## src/rtl/rtc_bus_pkg.sv

```systemverilog
package rtc_bus_pkg;
  localparam int ADDR_W    = 3;
  localparam int SEL_W     = 4;
  localparam int NUM_TAPS  = (1 << SEL_W) - 1;
  localparam int NUM_CNT   = 5;
  localparam int NUM_ALM   = 3;
  localparam logic [ADDR_W-1:0] ADDR_CTRL = 3'd0;
  localparam logic [ADDR_W-1:0] ADDR_FRZ  = 3'd1;
  localparam int ADDR_CNT0 = 2;

  typedef struct packed {
    logic [SEL_W-1:0] clk_sel;
    logic             alm_tgt;
    logic             run;
    logic [1:0]       freq;
  } ctrl_t;
endpackage

```

## src/rtl/rtc_bus_decode.sv

```systemverilog
module rtc_bus_decode (
  input  logic clk,
  input  logic rst_n,
  input  logic addr_strobe,
  input  logic cs_in,
  input  logic rd_n,
  input  logic wr_n,
  input  logic pd_n,
  output logic cs_lat,
  output logic pd_active,
  output logic rd_live,
  output logic wr_evt,
  output logic rd_evt
);
  logic as_q, rd_q, wr_q, busy;

  assign busy    = cs_lat && (!rd_n || !wr_n);
  assign rd_live = cs_lat && !rd_n && !pd_active;
  assign wr_evt  = cs_lat && !pd_active && wr_n && !wr_q && rd_n;
  assign rd_evt  = cs_lat && !pd_active && rd_n && !rd_q;

  always_ff @(posedge clk or negedge rst_n) begin
    if (!rst_n) begin
      as_q      <= 1'b0;
      rd_q      <= 1'b1;
      wr_q      <= 1'b1;
      cs_lat    <= 1'b0;
      pd_active <= 1'b0;
    end else begin
      as_q      <= addr_strobe;
      rd_q      <= rd_n;
      wr_q      <= wr_n;
      pd_active <= !pd_n && (pd_active || !busy);
      if (as_q && !addr_strobe && !pd_active) cs_lat <= cs_in;
    end
  end

  p_pd_waits_r11: assert property (@(posedge clk) disable iff (!rst_n)
    (busy && !pd_active) |=> !pd_active);
  p_evt_excl_r3: assert property (@(posedge clk) disable iff (!rst_n)
    $onehot0({wr_evt, rd_evt && !wr_n}));
endmodule

```

## src/rtl/rtc_freeze_gate.sv

```systemverilog
module rtc_freeze_gate #(
  parameter int WINDOW_CYCLES = 1000,
  parameter int PEND_W        = 4
) (
  input  logic clk,
  input  logic rst_n,
  input  logic run,
  input  logic sec_tick,
  input  logic arm,
  input  logic leave,
  output logic cnt_tick
);
  localparam int WIN_W = $clog2(WINDOW_CYCLES + 1);
  localparam logic [PEND_W-1:0] PEND_MAX = '1;

  logic              frozen;
  logic [WIN_W-1:0]  win_cnt;
  logic [PEND_W-1:0] pend;
  logic              timeout;

  assign timeout  = frozen && (win_cnt == WIN_W'(WINDOW_CYCLES - 1));
  assign cnt_tick = run && !frozen && (sec_tick || pend != '0);

  always_ff @(posedge clk or negedge rst_n) begin
    if (!rst_n) begin
      frozen  <= 1'b0;
      win_cnt <= '0;
    end else if (arm) begin
      frozen  <= 1'b1;
      win_cnt <= '0;
    end else if (leave || timeout) begin
      frozen  <= 1'b0;
      win_cnt <= '0;
    end else if (frozen) begin
      win_cnt <= win_cnt + 1'b1;
    end
  end

  always_ff @(posedge clk or negedge rst_n) begin
    if (!rst_n)                     pend <= '0;
    else if (!run)                  pend <= '0;
    else if (frozen) begin
      if (sec_tick && pend != PEND_MAX) pend <= pend + 1'b1;
    end else if (!sec_tick && pend != '0) pend <= pend - 1'b1;
  end

  p_hold_keeps_r8: assert property (@(posedge clk) disable iff (!rst_n)
    (frozen && run) |=> pend >= $past(pend));
  p_hold_counts_r8: assert property (@(posedge clk) disable iff (!rst_n)
    (frozen && run && sec_tick) |=> pend != '0);
  p_replay_r9: assert property (@(posedge clk) disable iff (!rst_n)
    (!frozen && run && pend != '0) |-> cnt_tick);
  p_stop_clears_r7: assert property (@(posedge clk) disable iff (!rst_n)
    !run |=> pend == '0);
endmodule

```

## src/rtl/rtc_clkout_sel.sv

```systemverilog
module rtc_clkout_sel
  import rtc_bus_pkg::*;
(
  input  logic [NUM_TAPS-1:0] taps,
  input  logic [SEL_W-1:0]    sel,
  input  logic                pd,
  output logic                clk_out
);
  logic tap_pick;

  always_comb begin
    tap_pick = 1'b1;
    for (int k = 1; k <= NUM_TAPS; k++)
      if (sel == SEL_W'(k)) tap_pick = taps[k-1];
  end

  assign clk_out = !pd && tap_pick;

  always_comb begin
    if (pd) a_pd_low_r10: assert (!clk_out);
  end
endmodule

```

## src/rtl/rtc_bus_frontend.sv

```systemverilog
module rtc_bus_frontend
  import rtc_bus_pkg::*;
#(
  parameter int WINDOW_CYCLES = 1000,
  parameter int PEND_W        = 4
) (
  input  logic                  clk,
  input  logic                  rst_n,
  input  logic                  addr_strobe,
  input  logic                  cs_in,
  input  logic [ADDR_W-1:0]     addr,
  input  logic                  rd_n,
  input  logic                  wr_n,
  input  logic [7:0]            wdata,
  output logic [7:0]            rdata,
  output logic                  rdata_oe,
  input  logic                  pd_n,
  input  logic [NUM_CNT*8-1:0]  cnt_values,
  input  logic                  irq_alarm,
  input  logic                  irq_clk,
  input  logic [NUM_TAPS-1:0]   taps,
  input  logic                  sec_tick,
  output logic                  cnt_tick,
  output logic                  cnt_wr_en,
  output logic                  alm_wr_en,
  output logic [2:0]            wr_sel,
  output logic [7:0]            wr_data,
  output logic [1:0]            freq_sel,
  output logic                  run,
  output logic                  alm_target,
  output logic                  clk_out
);
  ctrl_t       ctrl_q;
  logic        cs_lat, pd_active, rd_live, wr_evt, rd_evt;
  logic        acc_done, is_cnt, is_alm;
  logic [2:0]  slot;
  logic [7:0]  rd_byte;

  rtc_bus_decode u_dec (
    .clk, .rst_n, .addr_strobe, .cs_in, .rd_n, .wr_n, .pd_n,
    .cs_lat, .pd_active, .rd_live, .wr_evt, .rd_evt
  );

  assign acc_done = wr_evt || rd_evt;

  rtc_freeze_gate #(.WINDOW_CYCLES(WINDOW_CYCLES), .PEND_W(PEND_W)) u_frz (
    .clk, .rst_n, .run(ctrl_q.run), .sec_tick,
    .arm(acc_done && addr == ADDR_FRZ),
    .leave(acc_done && addr != ADDR_FRZ),
    .cnt_tick
  );

  rtc_clkout_sel u_co (
    .taps, .sel(ctrl_q.clk_sel), .pd(pd_active), .clk_out
  );

  assign slot   = 3'(addr - ADDR_W'(ADDR_CNT0));
  assign is_cnt = (addr >= ADDR_W'(ADDR_CNT0)) && (slot < 3'(NUM_CNT));
  assign is_alm = (addr >= ADDR_W'(ADDR_CNT0)) && (slot < 3'(NUM_ALM));

  always_ff @(posedge clk or negedge rst_n) begin
    if (!rst_n) begin
      ctrl_q    <= '0;
      cnt_wr_en <= 1'b0;
      alm_wr_en <= 1'b0;
      wr_sel    <= '0;
      wr_data   <= '0;
    end else begin
      cnt_wr_en <= wr_evt && is_cnt && !ctrl_q.alm_tgt;
      alm_wr_en <= wr_evt && is_alm && ctrl_q.alm_tgt;
      if (wr_evt) begin
        wr_sel  <= slot;
        wr_data <= wdata;
        if (addr == ADDR_CTRL) ctrl_q <= ctrl_t'(wdata);
      end
    end
  end

  always_comb begin
    rd_byte = 8'h00;
    if (addr == ADDR_CTRL) rd_byte = {irq_alarm, irq_clk, 6'b0};
    for (int i = 0; i < NUM_CNT; i++)
      if (addr == ADDR_W'(ADDR_CNT0 + i)) rd_byte = cnt_values[i*8 +: 8];
  end

  assign rdata_oe   = rd_live;
  assign rdata      = rd_live ? rd_byte : 8'h00;
  assign freq_sel   = ctrl_q.freq;
  assign run        = ctrl_q.run;
  assign alm_target = ctrl_q.alm_tgt;

  p_pd_no_write_r10: assert property (@(posedge clk) disable iff (!rst_n)
    pd_active |=> !cnt_wr_en && !alm_wr_en);
  p_one_strobe_r4: assert property (@(posedge clk) disable iff (!rst_n)
    $onehot0({cnt_wr_en, alm_wr_en}));
  p_pd_no_read_r10: assert property (@(posedge clk) disable iff (!rst_n)
    pd_active |-> !rdata_oe);
  p_nosel_idle_r2: assert property (@(posedge clk) disable iff (!rst_n)
    !cs_lat |=> !cnt_wr_en && !alm_wr_en);
endmodule

```

## config.mk

```make
export PLATFORM = sky130hd
export DESIGN_NAME = rtc_bus_frontend
export DESIGN_NICKNAME = d
export VERILOG_FILES = /design/src/rtl/rtc_bus_pkg.sv /design/src/rtl/rtc_bus_decode.sv /design/src/rtl/rtc_freeze_gate.sv /design/src/rtl/rtc_clkout_sel.sv /design/src/rtl/rtc_bus_frontend.sv
export SDC_FILE = /design/constraint.sdc
export NUM_CORES = 1
export LEC_CHECK = 0
export BUFFER_PORTS_ARGS = -buffer_cell sky130_fd_sc_hd__buf_2
export CAP_MARGIN = 30
export CORE_ASPECT_RATIO = 1.25
export CORE_MARGIN = 5
export CORE_UTILIZATION = 44
export CTS_CLUSTER_SIZE = 28
export DETAILED_ROUTE_END_ITERATION = 10
export GPL_TIMING_DRIVEN = 0
export PLACE_DENSITY = 0.77
export SETUP_SLACK_MARGIN = 0.05
export SLEW_MARGIN = 30
export SYNTH_ARGS = -nofsm -noshare
export SYNTH_HDL_FRONTEND = slang
export SYNTH_SLANG_ARGS = --single-unit
```

## constraint.sdc

```tcl
create_clock -name clk -period 1.9 [get_ports clk]
set_clock_uncertainty 0.1 [all_clocks]
set_input_delay 0.38 -clock clk [delete_from_list [all_inputs] [get_ports clk]]
set_output_delay 0.38 -clock clk [all_outputs]
set_load 0.01 [all_outputs]
```

======== Yosys cells after proc, flatten, opt, wreduce, memory -nomap -nowiden ========
Index checks and enable logic that the tools add are counted.
word-level totals
  bits of input ports ..................... 76
  word-level logic and storage cells ...... 128
  output and inout bits ................... 28
  register bits after elaboration ......... 41
operators by class
  equality and inequality tests ........... 26
  add/subtract/negate cells ............... 4
  magnitude comparators ................... 3
  multiplexer cells ....................... 31
  reduce and logical (&&, ||, !) cells .... 48
operators by type and width
  kind                                                                                  count
  8-bit two-way mux                                                                     7
  4-bit equality test (second input constant)                                           8
  10-bit two-way mux                                                                    3
  1-bit logical AND                                                                     26
  1-bit two-way mux                                                                     17
  4-bit by 3-bit equality test with 1-bit output (second input constant)                4
  4-bit two-way mux                                                                     4
  1-bit zero test                                                                       11
  10-bit by 1-bit adder with 10-bit output (second input constant)                      1
  10-bit equality test (second input constant)                                          1
  3-bit equality test (second input constant)                                           3
  4-bit by 2-bit equality test with 1-bit output (second input constant)                2
  3-bit by 2-bit equality test with 1-bit output (second input constant)                2
  3-bit by 1-bit != test with 1-bit output (second input constant)                      2
  1-bit logical OR                                                                      5
  4-bit by 1-bit adder with 4-bit output (second input constant)                        1
  4-bit by 1-bit equality test with 1-bit output (second input constant)                1
  4-bit != test (second input constant)                                                 1
  2-bit AND reduction                                                                   2
  4-bit nonzero test                                                                    1
  4-bit by 1-bit subtractor with 4-bit output (second input constant)                   1
  3-bit by 1-bit equality test with 1-bit output (second input constant)                1
  3-bit by 2-bit greater-or-equal comparator with 1-bit output (second input constant)  1
  3-bit zero test                                                                       1
  6 further kinds                                                                       6

======== Depth between registers and ports, before layout ========
  depth after elaboration ................. 17
  depth in mapped cells ................... 7
  mapped depth without buffers ............ 6

======== Cells and area by module ========
Synthesis repeated with hierarchy kept, for this count alone.
second synthesis, totals
  cell total of the unflattened synthesis .. 244
  area total of the unflattened synthesis .. 2539.9 µm²
modules (own cells, without submodules)
  module            cells each  times used  seq. area each (µm²)  area each (µm²)
  rtc_bus_frontend  120         1           525.5                 1277.5
  rtc_freeze_gate   86          1           375.4                 890.9
  rtc_bus_decode    14          1           127.6                 191.4
  rtc_clkout_sel    24          1           0.0                   180.2

======== Least setup slack after synthesis ========
OpenSTA, ideal clock, no wires.
  path kind ............................... reg2reg
  start ................................... reg u_frz.frozen
  end ..................................... reg u_frz.pend[3]
  setup time .............................. 0.079 ns
  slack ................................... -0.159 ns
  clock period less this slack ............ 2.059 ns
  cell stages (with the launch flop) ...... 8
  path buffers ............................ 1
  required time ........................... 1.721 ns
  arrival ................................. 1.880 ns
  cells stage by stage .................... dfrtp_1 clkbuf_1 clkinv_1 ha_1 a21o_2 a21oi_1 mux2i_1 mux2i_1
between the ends
  longest elaborated chain between the ends .. 2
  elaborated cells on any way between the ends .. 5
  classes of those cells .................. 2 x eq/ne; 2 x mux; 1 x reduce/logical
RTL lines
  element                                                                           line                   text
  from (decl)                                                                       rtc_freeze_gate.sv:16  logic frozen;
  from (signal assigned)                                                            rtc_freeze_gate.sv:26  frozen <= 1'b0;
  from (signal assigned)                                                            rtc_freeze_gate.sv:29  frozen <= 1'b1;
  from (signal assigned)                                                            rtc_freeze_gate.sv:32  frozen <= 1'b0;
  3-bit != test (no source line), or another cell as far along                      n/a
  2-bit AND reduction (no source line) / 4-bit two-way mux (equally long branches)  n/a
  to (signal assigned)                                                              rtc_freeze_gate.sv:43  if (sec_tick && pend != PEND_MAX) pend <= pend + 1'b1;
  to (signal assigned)                                                              rtc_freeze_gate.sv:44  end else if (!sec_tick && pend != '0) pend <= pend - 1'b1;
  to (decl)                                                                         rtc_freeze_gate.sv:18  logic [PEND_W-1:0] pend;
Parallel ways exist; a longest one is shown, timed or not.
A chain may end at the register's enable or synchronous reset.

======== Worst setup path after layout ========
  start ................................... reg ctrl_q[4] (netlist bit)
  end ..................................... out clk_out
between the ends
  longest elaborated chain between the ends .. 17
  elaborated cells on any way between the ends .. 31
  classes of those cells .................. 15 x eq/ne; 15 x mux; 1 x reduce/logical
RTL lines
  element                                         line                    text
  from (decl)                                     rtc_bus_frontend.sv:33  ctrl_t ctrl_q;
  from (signal assigned)                          rtc_bus_frontend.sv:74  if (addr == ADDR_CTRL) ctrl_q <= ctrl_t'(wdata);
  4-bit by 1-bit equality test with 1-bit output  rtc_clkout_sel.sv:14    if (sel == SEL_W'(k)) tap_pick = taps[k-1];
  1-bit two-way mux (14 in series)                rtc_clkout_sel.sv:14
  1-bit two-way mux *                             rtc_clkout_sel.sv:14
  1-bit logical AND *                             rtc_clkout_sel.sv:17    assign clk_out = !pd && tap_pick;
  to (decl)                                       rtc_bus_frontend.sv:31  output logic clk_out
Every way passes the cells marked *; elsewhere a longest branch is shown, timed or not.

==> flow_summary.ini <==
[die]
ioPinCount = 104
core_area_um2 = 5480
initial_core_util_pct = 45.6
dieHeight_um = 94.2
chipWidth_um = 77.4
die_area_um2 = 7290
row_count = 30

[min_path]
holdCritStartpoint = wr_n
hp-class = in -> reg

[cts]
cts_buffers = 5
htreeDepth = 2
clockBufferDepth = 2
root_buffer = clkbuf_8
clk_latency_ps = 290
clock_sinks = 41
clk_pin_slew_ps = 80
tritoncts = yes

[setup_path]
r2r-start = u_dec.pd_active$_DFF_PN0_
slowest_stage = mux4_2
end_kind = output port
cp_cell_sequence = buf_6 > mux4_2 > o22ai_2 > o32ai_1 > buf_2
crit_arrival_ps = 1680
startpoint = ctrl_q[4]$_DFFE_PN0P_
cp_max_fo = 8
cp_data_required_time_ps = 1420
start_kind = register
max_stage_delay_ps = 510
setup.worst_path.class = reg -> out

[synthesis]
ys_types = 46
synthesis.nets = 349
synth_top_cell_area_share_pct = 39.1
ys_ff_latch = 41
synth-main-ff-cell = dfrtp_1
synth-xor-area-share_pct = 0.701
synthArstFlopShare_pct = 100
synth_warnings = 0
syn-cell-area_um2 = 2500
yosysTopAreaCell = dfrtp_1
synth_fa_ha_area_share_pct = 3.81
synth_compound_area_share_pct = 14.5
synth_area_leaders = dfrtp_1 (39%), mux2i_1 (8.8%), nand2_1 (6.9%), mux2_2 (5.9%), a21oi_1 (3.8%)
synth_simple_gate_area_share_pct = 20.5
avgSynthCellArea_um2 = 9.39
synth_edf_count = 0
yosysSeqAreaShare_pct = 41.2
synth_mux_area_share_pct = 15.6
syn_inst = 266
synth_top_family_by_area = simple AND/OR/NAND/NOR gates

[power_and_ir_drop]
internal_power_w = 0.00180
power.density_nw_per_um2 = 747
p_clk_share_pct = 21.9
sw_frac_of_total_pct = 33.5
pwr-share-comb_pct = 35.5
max-vdd-ir-drop_uv = 490
power_frac_seq_pct = 42.6
p_leak_nw = 1.86
p_sw_w = 0.000908

[route]
detail-route-antenna-nets = 0
drc = 0
drtIter0Drc = 122
routed_via_density = 5.45
num_vias = 2494
first_pass_iters = 4
wl_um = 7360
avgRoutedWirePerCell_um = 16.1

[cells_and_area]
layout.cells.non_filler = 458
finish.instance_area_um2 = 3630
fin_nets = 476
drive_gt1_share_pct = 49.2
antennaDiodeCount = 0
area_growth_pct = 45.2

[grt]
antenna_found_initial = 0
grt_overflow_total = 0
grt_pass1_wl_um = 11400
grt_pass1_vias = 2532
grt_max_degree = 42
globalRouteTotalUtil_pct = 19.2

[sta]
fin_crit_sh_pct = 114
max_freq_ghz = 0.463
rsz0062_at_grt = true
slew_violations = 0
hold_viol = 0
tightest_slew_ps = 536
finalWorstSetupSlack_ps = -261
holdWs_ps = 109
setup_viol = 6
slew_headroom_pct = 64.1
min_period_ps = 2160

[outcome]
violations = setup timing
status = complete, but fails checks

[place]
dp_hpwl_um = 5300
io_buffers = 102
placed_cell_area_um2 = 3100
dpl.cell_count = 432
place_congestion = 0.781

[run]
drv_cap = 0
[synthesized netlist by cell type, drive strengths merged (3+ instances only)]
cell type / n
a211oi: 3
a21oi: 19
and2: 3
and3: 4
buf: 7
clkbuf: 7
dfrtp: 39
ha: 6
inv: 6
mux2: 13
mux2i: 22
nand2: 46
nand2b: 7
nand3: 4
nand4: 3
nor2: 20
nor2b: 6
o21ai: 7
o22ai: 3
o2bb2ai: 5
o31ai: 5
or4: 4
[layout make-up]
type,count,area (um^2)
Fill cell,412,1850
Multi-Input combinational cell,204,1560
Sequential cell,41,1030
Timing Repair Buffer,121,703
Buffer,13,120
Clock buffer,6,82.6
Tap cell,64,80.1
Inverter,7,41.3
Clock inverter,2,13.8
[registers in the layout, indices dropped and copies added (netlist names)]
signal,flops
alm_wr_en,1
u_dec.wr_q,1
u_dec.cs_lat,1
freq_sel,2
alm_target,1
u_dec.as_q,1
ctrl_q,4
cnt_wr_en,1
u_frz.win_cnt,10
u_frz.pend,4
u_dec.pd_active,1
u_frz.frozen,1
wr_sel,3
run,1
u_dec.rd_q,1
wr_data,8
[critical path, delay by kind of cell (launching register included)]
kind                   cells  cell delay (ps)
buffers and inverters      2              290
flip-flops                 1              350
AO/OA/AOI/OAI              2              230
multiplexers               1              510
[layer usage]
layer / global-route usage [%] / up-vias / wire length (um)
met5: 0 / - / 0
met4: 7.31 / 0 / 182
met3: 4.70 / 12 / 470
met2: 35.4 / 92 / 3970
met1: 20.8 / 1179 / 2730
li1: - / 1211 / -
[kinds of logic (layout without fill, tap and decap cells)]
kind of cell / Yosys count / count (layout)
flops: 41 / 41
mux: 36 / 36
fa+ha+maj: 7 / 7
simple gates: 106 / 106
buf+inv: 21 / 149
compound gates: 53 / 53
xor+xnor: 2 / 2
[cells in the final DEF (no fill, tap or decap), types with 3 or more instances in the layout]
cell       count
buf_4         16
nand2_1       45
o2bb2ai_2      4
buf_2        100
buf_6         10
ha_1           5
mux2_2         8
nand4_1        3
dfrtp_1       37
nand3_1        4
clkbuf_8       6
inv_1          5
mux2_4         5
or4_1          3
a21oi_2        5
nor2b_1        3
nor2_1        17
a21oi_1       14
nand2b_1       5
o21ai_0        4
o31ai_1        4
and2_1         3
mux2i_1       20
and3_1         4
[power groups by stage]
| stage | clock network, W | logic [W] | registers, W |
|---|---|---|---|
| global placement | 0 | 0.000740 | 0.00116 |
| global route | 0.000655 | 0.00105 | 0.00117 |
| detailed placement | 0 | 0.000763 | 0.00116 |
| CTS | 0.000617 | 0.000837 | 0.00115 |
| floorplan | 0 | 0.000399 | 0.00118 |
| finish | 0.000594 | 0.000961 | 0.00115 |
[worst paths after layout]
path,endpoint,cells after the start,slack (ps)
worst min-delay path,u_dec.wr_q$_DFF_PN1_,1,110
min in group asynchronous,u_frz.win_cnt[5]$_DFFE_PN0P_,2,500
worst max-delay path,clk_out,5,-260
max in group asynchronous,u_frz.pend[0]$_DFFE_PN0P_,2,810
worst max register to register,alm_target$_DFFE_PN0P_,7,0
worst min register to register,wr_data[0]$_DFFE_PN0P_,2,380
[repair_timing]
action                                  CTS  global route
hold buffers                              0             1
resized for setup                        25            56
endpoints found under the setup margin   20            36
pin swaps                                 1            18
buffers inserted                          9             8
endpoints found under the hold margin     0            16
gates cloned                              0             1
[through the flow]
step | total power [W] | TNS [ps] | worst slack, ps | utilization [%]
after global routing | 0.00288 | -1160 | -346 | 66.2
final | 0.00271 | -502 | -261 | 66.2
after floorplan | 0.00158 | 0 | 64.4 | -
after detailed placement | 0.00193 | -2960 | -334 | 56.6
after global placement | 0.00190 | -2640 | -319 | 56.6
after CTS | 0.00260 | -457 | -273 | 61.0
(Power assumes the default switching activity.)
